===== src/rtl/irq_pkg.sv =====
package irq_pkg;
    typedef enum logic [1:0] {
        LVL_OFF = 2'b00,
        LVL_1   = 2'b01,
        LVL_2   = 2'b10,
        LVL_3   = 2'b11
    } lvl_e;
endpackage


===== src/rtl/irq_lvl_map.sv =====
module irq_lvl_map
    import irq_pkg::*;
#(
    parameter int NSRC  = 16,
    parameter int NTRAP = 3,
    localparam int N    = NSRC + NTRAP
) (
    input  logic [N-1:0]      pend,
    input  logic [2*NSRC-1:0] prio,
    input  logic              ie,
    output logic [N-1:0]      elig3,
    output logic [N-1:0]      elig2,
    output logic [N-1:0]      elig1
);
    // Trap sources always sit at the top level, independent of the enable.
    for (genvar t = 0; t < NTRAP; t++) begin : g_trap
        assign elig3[t] = pend[t];
        assign elig2[t] = 1'b0;
        assign elig1[t] = 1'b0;
    end

    // Maskable sources compete only while enabled and not set to off.
    for (genvar j = 0; j < NSRC; j++) begin : g_mask
        lvl_e lv;
        assign lv = lvl_e'(prio[2*j +: 2]);
        assign elig3[NTRAP+j] = pend[NTRAP+j] && ie && (lv == LVL_3);
        assign elig2[NTRAP+j] = pend[NTRAP+j] && ie && (lv == LVL_2);
        assign elig1[NTRAP+j] = pend[NTRAP+j] && ie && (lv == LVL_1);
    end
endmodule


===== src/rtl/irq_pick.sv =====
module irq_pick #(
    parameter int N  = 19,
    parameter int IW = 5
) (
    input  logic [N-1:0]  req,
    output logic          hit,
    output logic [IW-1:0] idx
);
    // Lowest set index wins.
    always_comb begin
        hit = |req;
        idx = '0;
        for (int i = N - 1; i >= 0; i--) begin
            if (req[i]) idx = IW'(i);
        end
    end
endmodule


===== src/rtl/prio_irq_ctrl.sv =====
module prio_irq_ctrl
    import irq_pkg::*;
#(
    parameter int NSRC  = 16,
    parameter int NTRAP = 3,
    localparam int N    = NSRC + NTRAP,
    localparam int IW   = $clog2(N)
) (
    input  logic              clk,
    input  logic              rst_n,
    input  logic [NSRC-1:0]   src_pulse,
    input  logic [NTRAP-1:0]  trap_pulse,
    input  logic              wr_req,
    input  logic [NSRC-1:0]   wr_req_data,
    input  logic              wr_prio,
    input  logic [2*NSRC-1:0] wr_prio_data,
    input  logic              wr_ie,
    input  logic              wr_ie_data,
    input  logic              ack,
    input  logic              iret,
    input  logic              di,
    input  logic              trap_exec,
    output logic              irq_out,
    output logic [IW-1:0]     irq_idx,
    output logic              ie_out,
    output logic [N-1:0]      pend_out
);
    typedef struct packed {
        logic [N-1:0]      pend;
        logic [2*NSRC-1:0] prio;
        logic              ie;
        logic              irq;
        logic [IW-1:0]     idx;
    } state_t;

    state_t s_d, s_q;

    logic [N-1:0]      pend_nx;
    logic [2*NSRC-1:0] prio_nx;
    logic              ie_nx;

    // Next pending, priority and enable values.
    always_comb begin
        pend_nx = s_q.pend;
        if (wr_req) begin
            for (int j = 0; j < NSRC; j++) begin
                if (!wr_req_data[j]) pend_nx[NTRAP+j] = 1'b0;
            end
        end
        if (ack && s_q.irq) pend_nx[s_q.idx] = 1'b0;
        // A new pulse wins over any clear in the same cycle.
        pend_nx = pend_nx | {src_pulse, trap_pulse};

        prio_nx = wr_prio ? wr_prio_data : s_q.prio;

        ie_nx = s_q.ie;
        if (wr_ie)                         ie_nx = wr_ie_data;
        else if (ack || di || trap_exec)   ie_nx = 1'b0;
        else if (iret)                     ie_nx = 1'b1;
    end

    logic [N-1:0]  elig [3];
    logic [2:0]    hit;
    logic [IW-1:0] pidx [3];

    irq_lvl_map #(.NSRC(NSRC), .NTRAP(NTRAP)) u_map (
        .pend  (pend_nx),
        .prio  (prio_nx),
        .ie    (ie_nx),
        .elig3 (elig[2]),
        .elig2 (elig[1]),
        .elig1 (elig[0])
    );

    for (genvar lv = 0; lv < 3; lv++) begin : g_pick
        irq_pick #(.N(N), .IW(IW)) u_pick (
            .req (elig[lv]),
            .hit (hit[lv]),
            .idx (pidx[lv])
        );
    end

    // Assemble the registered next state; higher level first.
    always_comb begin
        s_d.pend = pend_nx;
        s_d.prio = prio_nx;
        s_d.ie   = ie_nx;
        s_d.irq  = |hit;
        if (hit[2])      s_d.idx = pidx[2];
        else if (hit[1]) s_d.idx = pidx[1];
        else if (hit[0]) s_d.idx = pidx[0];
        else             s_d.idx = '0;
    end

    always_ff @(posedge clk) begin
        if (!rst_n) s_q <= '0;
        else        s_q <= s_d;
    end

    assign irq_out  = s_q.irq;
    assign irq_idx  = s_q.idx;
    assign ie_out   = s_q.ie;
    assign pend_out = s_q.pend;
endmodule


===== config.mk =====
export PLATFORM = sky130hd
export DESIGN_NAME = prio_irq_ctrl
export DESIGN_NICKNAME = d
export VERILOG_FILES = /design/src/rtl/irq_pkg.sv /design/src/rtl/irq_lvl_map.sv /design/src/rtl/irq_pick.sv /design/src/rtl/prio_irq_ctrl.sv
export SDC_FILE = /design/constraint.sdc
export NUM_CORES = 1
export LEC_CHECK = 0
export CORE_MARGIN = 5
export CORE_UTILIZATION = 46
export DETAILED_ROUTE_END_ITERATION = 16
export GPL_ROUTABILITY_DRIVEN = 0
export PLACE_DENSITY = 0.77
export REMOVE_ABC_BUFFERS = 1
export SETUP_SLACK_MARGIN = 0.2
export SLEW_MARGIN = 20
export SYNTH_ARGS = -nofsm -noshare
export SYNTH_HDL_FRONTEND = slang
export SYNTH_HIERARCHICAL = 1
export SYNTH_SLANG_ARGS = --single-unit

===== constraint.sdc =====
create_clock -name clk -period 5.05 [get_ports clk]
set_clock_uncertainty 0.1 [all_clocks]
set_input_delay 0.505 -clock clk [delete_from_list [all_inputs] [get_ports clk]]
set_output_delay 0.505 -clock clk [all_outputs]
set_load 0.005 [all_outputs]

=== After elaboration in Yosys (flattened, before gate mapping) ===
Cells that the tools add are included.

* Word-level logic and storage cells: 208
* Flip-flop bits (word level): 58
* Input bits: 77

* Reductions and logical operators: 72
* Equal/unequal tests: 48
* Order comparisons: 2
* Mux-type cells: 78
* Bitwise logic cells: 3

{| class="wikitable"
|+ Operators with widths
! kind !! count
|-
| two-way mux 5 bit || 54
|-
| logical AND 1 bit || 66
|-
| equality test 2 bit (second input constant) || 32
|-
| OR reduction 51 bit || 1
|-
| equality test 2 x 1 -> 1 bit (second input constant) || 16
|-
| two-way mux 32 bit || 1
|-
| OR reduction 16 bit || 2
|-
| two-way mux 1 bit || 20
|-
| bitwise AND 19 bit || 1
|-
| two-way mux 19 bit || 1
|-
| NOT 19 bit || 1
|-
| bitwise OR 19 bit || 1
|-
| OR reduction 19 bit || 1
|-
| two-way mux 16 bit || 1
|-
| < comparator 5 x 6 -> 1 bit (second input constant) || 1
|-
| demux 1 bit (select 5 bit) || 1
|-
| greater-or-equal comparator 5 x 1 -> 1 bit (second input constant) || 1
|-
| logical OR 1 bit || 2
|}

=== Logic depth before layout (Yosys ltp) ===
Gate-level depths: netlist (run 1).

* Depth after elaboration: 30
* Depth in mapped cells: 12
* Mapped depth without buffers: 11

=== Cells and area by module ===
The synthesis (run 1) kept the hierarchy.

{| class="wikitable"
|+ By module, submodules not included
! module !! area an instance (µm²) !! cells an instance !! instances
|-
| prio_irq_ctrl || 2608.8 || 267 || 1
|-
| irq_pick || 216.5 || 38 || 3
|-
| irq_lvl_map || 575.6 || 63 || 1
|}

=== Least setup slack after synthesis (run 1) ===
Ideal clock, no wire load.

* Path kind: input-to-reg
* From: input wr_prio
* To: register s_q (netlist bit irq_idx[1])
* Slack: 1560 ps
* Arrival time: 3267 ps
* Stages on the path: 10
* Library setup time: 123 ps
* Cell sequence: clkbuf_1 buf_2 mux2_2 and4b_1 or4_4 or3_1 or4_1 nor2b_1 a221oi_1 nor2_1

{| class="wikitable"
|+ RTL lines
! element !! line !! source
|-
| from (decl) || prio_irq_ctrl.sv:15 || <nowiki>input logic wr_prio,</nowiki>
|-
| to (signal assigned) || prio_irq_ctrl.sv:96 || <nowiki>if (!rst_n) s_q <= '0;</nowiki>
|-
| to (signal assigned) || prio_irq_ctrl.sv:97 || <nowiki>else s_q <= s_d;</nowiki>
|-
| to (decl) || prio_irq_ctrl.sv:36 || <nowiki>state_t s_d, s_q;</nowiki>
|}

==> impl_results.md, run 1 <==
* Vias/cell at 5.79
* Post-synthesis instance area at 3830 µm²
* Antenna Nets Post-Route at 0
* Chip height at 101 µm
* Final Cell Area at 4950 µm²
* RR Startpoint: irq_idx[3]
* Num rows at 33
* Most common cell after layout, fill and taps aside: clkdlybuf4s50_1
* Worst Hold Path Cells at 2
* Post-Layout Cell Count at 626
* Tightest Hold Check Type: flip-flop to flip-flop
* Core area at 8180 µm²
* Post-synthesis cell count at 444
* Post-synthesis sequential area ratio at 30.3%
* Cts bufs inserted at 9
* PD cells at 269 nW/µm²
* Pre-CTS setup slack at 0.657 ns
* Dpl hpwl at 8310 µm
* Fill cells at 739
* Met3 WL at 650 µm
* Setup ws final at 0.990 ns
* Worst-path clk slew at 0.07 ns
* Slew Viols, Final at 0
* Tmin final at 4.06 ns
* Dpl cells at 610
* Global-route wire length before repair at 16300 µm
* Worst Max-Slew Pin Slew at 0.961 ns
* Nets at 593
* Ys async rst share at 0%
* Worst vdd ir at 0.185 mV
* DR WL met2 at 4960 µm
* EDFF count, synth at 0
* Main synth FF type: dfxtp_1
* DR DRC count at 0
* Reg2Reg Capture Point: irq_idx[3]
* Setup TNS at 0 ns
* Fmax at 246 MHz
* 1st-iter DRT viols at 282
* Total iterations of the first detailed-routing run at 5
* Placed Area at 4680 µm²
* Clock Sinks at 58
* Avg Inst Size Synth at 8.63 µm²
* Largest net degree at the start of global routing at 59
* Starting Density at 46.9%
* Fraction of layout cells with a size suffix above 1 at 11.3%
* Worst Path Required at 5.23 ns
* Die Width at 101 µm
* Wirelength, routed at 10500 µm
* Seq. cell area at 1160 µm²
* N_diodes at 0
* Final hold slack at 0.416 ns
* Area of the multi-input gates at 2230 µm²
* Setup violations, final at 0
* Max_cap viols at 0
* Relative slew slack at 36.0%
* Vias in the first global route at 3394
* WL/cell at 16.8 µm
* Worst endpoint data arrival time at 4.24 ns
* Unrepaired setup endpoints after global routing: no
* DR top layer: met4
* I/O pin count at 103
* TritonCTS clock tree: built
* Leak at 2.04 nW
* Wl on met1 at 4550 µm
* Post CTS Setup Buffer Count at 0
* Vias at 3624
* Final Hold Vio Count at 0
* R2R depth at 10
* Clock latency on the worst-skew pair at 0.35 ns
* Clk root buf: clkbuf_8
* Hold_buf cts at 0
* Htree depth at 3
* Deepest clock path buffer count at 2
* PortBufs at 102
* Total gr overflow at 0
* Ys Warns at 6
* DIE AREA at 10300 µm²
* R2r setup slk at 1.17 ns
* Worst Hold End: pend_out[3]
* Global-route usage over all layers at 20.3%
* Startpoint Class: primary input
* Synth unique cells at 42
* Initial antenna violation count at 0
* Most frequent cells in the layout: clkdlybuf4s50_1 (101), dfxtp_1 (58), inv_1 (33), and2_1 (33)
* Fin crit share at 80.4%
* Synth-to-Final Area Change at 29.1%
* Crit-path max FO at 8
* Yosys reg bits at 58
* Outcome: finished clean
* Critical path capture point type: flip-flop
* Critical path type: primary input to flip-flop
* # resized after CTS at 0
* HP Start: pend_out[3]
## worst max-delay path by stage
stage,end,from,cells past startpoint
2_1_floorplan,irq_idx[1],irq_idx[3],10
3_3_place_gp,irq_idx[1],wr_prio,11
3_5_place_dp,irq_idx[1],wr_prio,11
4_1_cts,irq_idx[1],wr_prio,11
5_1_grt,irq_idx[3],wr_prio,11
6_report,irq_idx[3],ack,11
## logic make-up after synthesis
logic type	synth area share [%]
other	0.0978
buffers and inverters	12.0
AND/OR/NAND/NOR	32.0
multiplexers	9.40
flip-flops	30.3
AO/OA/AOI/OAI	16.2
## final cells by class
cell class / instances / area share [%]
tap: 105 / 2.65
inverter: 33 / 2.50
timing repair buffer: 105 / 21.0
clock inverter: 5 / 2.53
multi-input combinational: 309 / 45.0
sequential: 58 / 23.5
clock buffer: 11 / 2.86
## where the power goes
group	internal, mW	switching [mW]	total [mW]
registers	0.486	0.0108	0.496
clock network	0.391	0.187	0.578
logic	0.144	0.113	0.258
total	1.02	0.311	1.33
## cells in the mapped netlist (4+ instances only)
master	count	area (µm²)
or4_1	4	30.0
or3_1	4	25.0
and2_1	33	206
buf_4	33	248
mux2_1	5	56.3
a221oi_1	4	35.0
buf_2	4	20.0
nand2_1	23	86.3
and4_1	16	140
dfxtp_1	58	1160
o221ai_1	16	140
nor4_1	9	56.3
a21oi_1	11	55.1
o21ai_0	14	70.1
nor2_1	32	120
a21boi_0	19	143
inv_1	33	124
mux2_2	27	304
and4b_1	32	320
nor2b_1	4	25.0
clkbuf_1	7	26.3
nor3_1	9	45.0
## critical path, stage by stage
cell	delay (ns)
clkdlybuf4s50_1	0.56
nand4bb_1	0.33
o221ai_1	0.30
nand2_1	0.16
and4b_1	0.28
or4_4	0.55
or3_1	0.40
or4_1	0.57
nor2b_1	0.33
a221oi_1	0.13
nor2_1	0.12
## state kept, by name, summed over array words and instances, names as in the netlist
name / cells
pend_out: 19
ie_out: 1
s_q: 32
irq_idx: 5
irq_out: 1
## metrics by stage
stage	power, mW	util (%)
floorplan	0.630	-
global placement	0.756	57.3
detailed placement	0.762	57.3
CTS	1.34	60.6
global route	1.39	60.6
finish	1.33	60.6
## per-layer routing
layer	up-vias	global-route usage [%]
met5	-	0
met4	0	9.51
met3	30	3.51
met2	150	33.5
met1	1678	25.9
li1	1766	-
Power figures use the tool's default switching activity.
==> run 2, diff against run 1 <==
- clock period: 5.05 -> 4.2 ns (I/O delays scaled with it)
==> run 2 against run 1 <==
  * Core utilization stayed put
  * Die area did not move
  * Via count rose by 0.61%
==> impl_results.md, run 2 (synthesis results as in run 1) <==
* Vias at 3646
* Post-Layout Cell Count at 629
* PortBufs at 102
* Outcome: finished clean
* Clk root buf: clkbuf_8
* Fin crit share at 90.7%
* Tightest Hold Check Type: flip-flop to flip-flop
* Startpoint Class: primary input
* Slew Viols, Final at 0
* Core area at 8180 µm²
* Fraction of layout cells with a size suffix above 1 at 11.6%
* Delay-heaviest family, CP: simple AND/OR/NAND/NOR gates
* N_diodes at 0
* Deepest clock path buffer count at 2
* PD cells at 300 nW/µm²
* Critical path capture point type: flip-flop
* Total iterations of the first detailed-routing run at 5
* Num rows at 33
* Biggest register: s_q
* Worst Max-Slew Pin Slew at 0.944 ns
* Vias in the first global route at 3511
* Most common cell after layout, fill and taps aside: clkdlybuf4s50_1
* Dpl hpwl at 8280 µm
* Reg2Reg Capture Point: irq_idx[2]
* Nets at 596
* Fmax at 262 MHz
* Clock Sinks at 58
* Global-route wire length before repair at 16400 µm
* Unrepaired setup endpoints after global routing: no
* Final Hold Vio Count at 0
* Final Util at 60.6%
* R2r setup slk at 0.39 ns
* I/O pin count at 103
* Crit-path max FO at 8
* R2R depth at 10
* Critical path type: primary input to flip-flop
* Worst Hold End: pend_out[16]
* Relative slew slack at 36.9%
* Chip height at 101 µm
* Die Width at 101 µm
* Setup violations, final at 0
* 1st-iter DRT viols at 259
* Htree depth at 3
* Setup TNS at 0 ns
* CP bufs+invs at 1
* Largest net degree at the start of global routing at 33
* Starting Density at 46.9%
* Worst Path Required at 4.38 ns
* Max FFs per register at 32
* Global-route usage over all layers at 20.1%
* Wirelength, routed at 10500 µm
* Antenna Nets Post-Route at 0
* Crit-path cells: clkdlybuf4s50_1, nand4b_1, o221ai_1, nand2_1, and4b_1, nor4_1, nand3_1, or3_1, or4_1, nor2b_1, a221oi_1, nor2_1
* Worst vdd ir at 0.226 mV
* Worst stage delay on the critical path at 0.57 ns
* DR DRC count at 0
* Worst-path clk slew at 0.07 ns
* Vias/cell at 5.80
* Tmin final at 3.81 ns
* Initial antenna violation count at 0
* Slowest-stage cell, CP: or4_1
* Max_cap viols at 0
* RR Startpoint: irq_idx[3]
* Fill cells at 731
* HP Start: pend_out[16]
* TritonCTS clock tree: built
* DIE AREA at 10300 µm²
* Hold_buf cts at 0
* Worst endpoint data arrival time at 3.99 ns
* Leak at 2.04 nW
* Cts bufs inserted at 9
* Total gr overflow at 0
* Clock latency on the worst-skew pair at 0.34 ns
* Critical Path Start: ack
* WL/cell at 16.6 µm
* Dpl cells at 613
* Synth-to-Final Area Change at 29.1%
* Worst Hold Path Cells at 2
* Most frequent cells in the layout: clkdlybuf4s50_1 (102), dfxtp_1 (58), inv_1 (33), and2_1 (33)
[run 2: stage by stage]
step                hold WS (ns)  instance area [µm²]  power, mW  setup slack, ns
CTS                        0.426                 4940       1.49            0.432
floorplan                  0.404                 3510      0.758            0.805
global route               0.459                 4950       1.55            0.203
detailed placement         0.414                 4720      0.921            0.111
global placement           0.403                 4720      0.915            0.207
finish                     0.420                 4950       1.48            0.389
[run 2: worst max-delay path by stage]
stage                       endpoint  slack (ns)  cells past startpoint
after floorplan           irq_idx[1]        0.81                     10
after global placement    irq_idx[2]        0.21                     11
after detailed placement  irq_idx[2]        0.11                     11
after CTS                 irq_idx[2]        0.43                     10
after global routing      irq_idx[4]        0.20                     10
final                     irq_idx[2]        0.39                     12
[run 2: final cells by class]
| cell class | count | area [µm²] | share of cell area [%] |
|---|---|---|---|
| multi-input cells | 309 | 2240 | 45.2 |
| flip-flops and latches | 58 | 1160 | 23.5 |
| repair buffers | 108 | 1080 | 21.8 |
| clock buffers | 11 | 141 | 2.86 |
| well taps | 105 | 131 | 2.65 |
| inverters | 33 | 124 | 2.50 |
| clock inverters | 5 | 77.6 | 1.57 |
[run 2: worst register-to-register path, cell delays in order, from the launching register on]
cell	delay [ns]
dfxtp_1	0.40
or3b_2	0.52
o221ai_1	0.23
nand2_1	0.15
and4b_1	0.27
or4_4	0.55
or3_1	0.39
or4_1	0.57
nor2b_1	0.30
a221oi_1	0.13
nor2_1	0.12
[run 2: what timing repair did]
action	in CTS	in global routing
buffers inserted	0	0
endpoints found under the setup margin	0	1
gates resized for setup	0	1
[run 2: per-layer routing]
layer | wire length [µm] | vias to the layer above | GRT usage [%]
li1 | - | 1764 | -
met4 | 270 | 0 | 6.65
met2 | 5070 | 153 | 35.2
met5 | 0 | - | 0
met1 | 4520 | 1709 | 24.0
met3 | 605 | 20 | 4.96
[run 2: where the power goes]
group,total (mW),switching (mW),internal [mW]
clock,0.569,0.221,0.348
combinational,0.317,0.140,0.178
sequential,0.597,0.0136,0.584
total,1.48,0.374,1.11
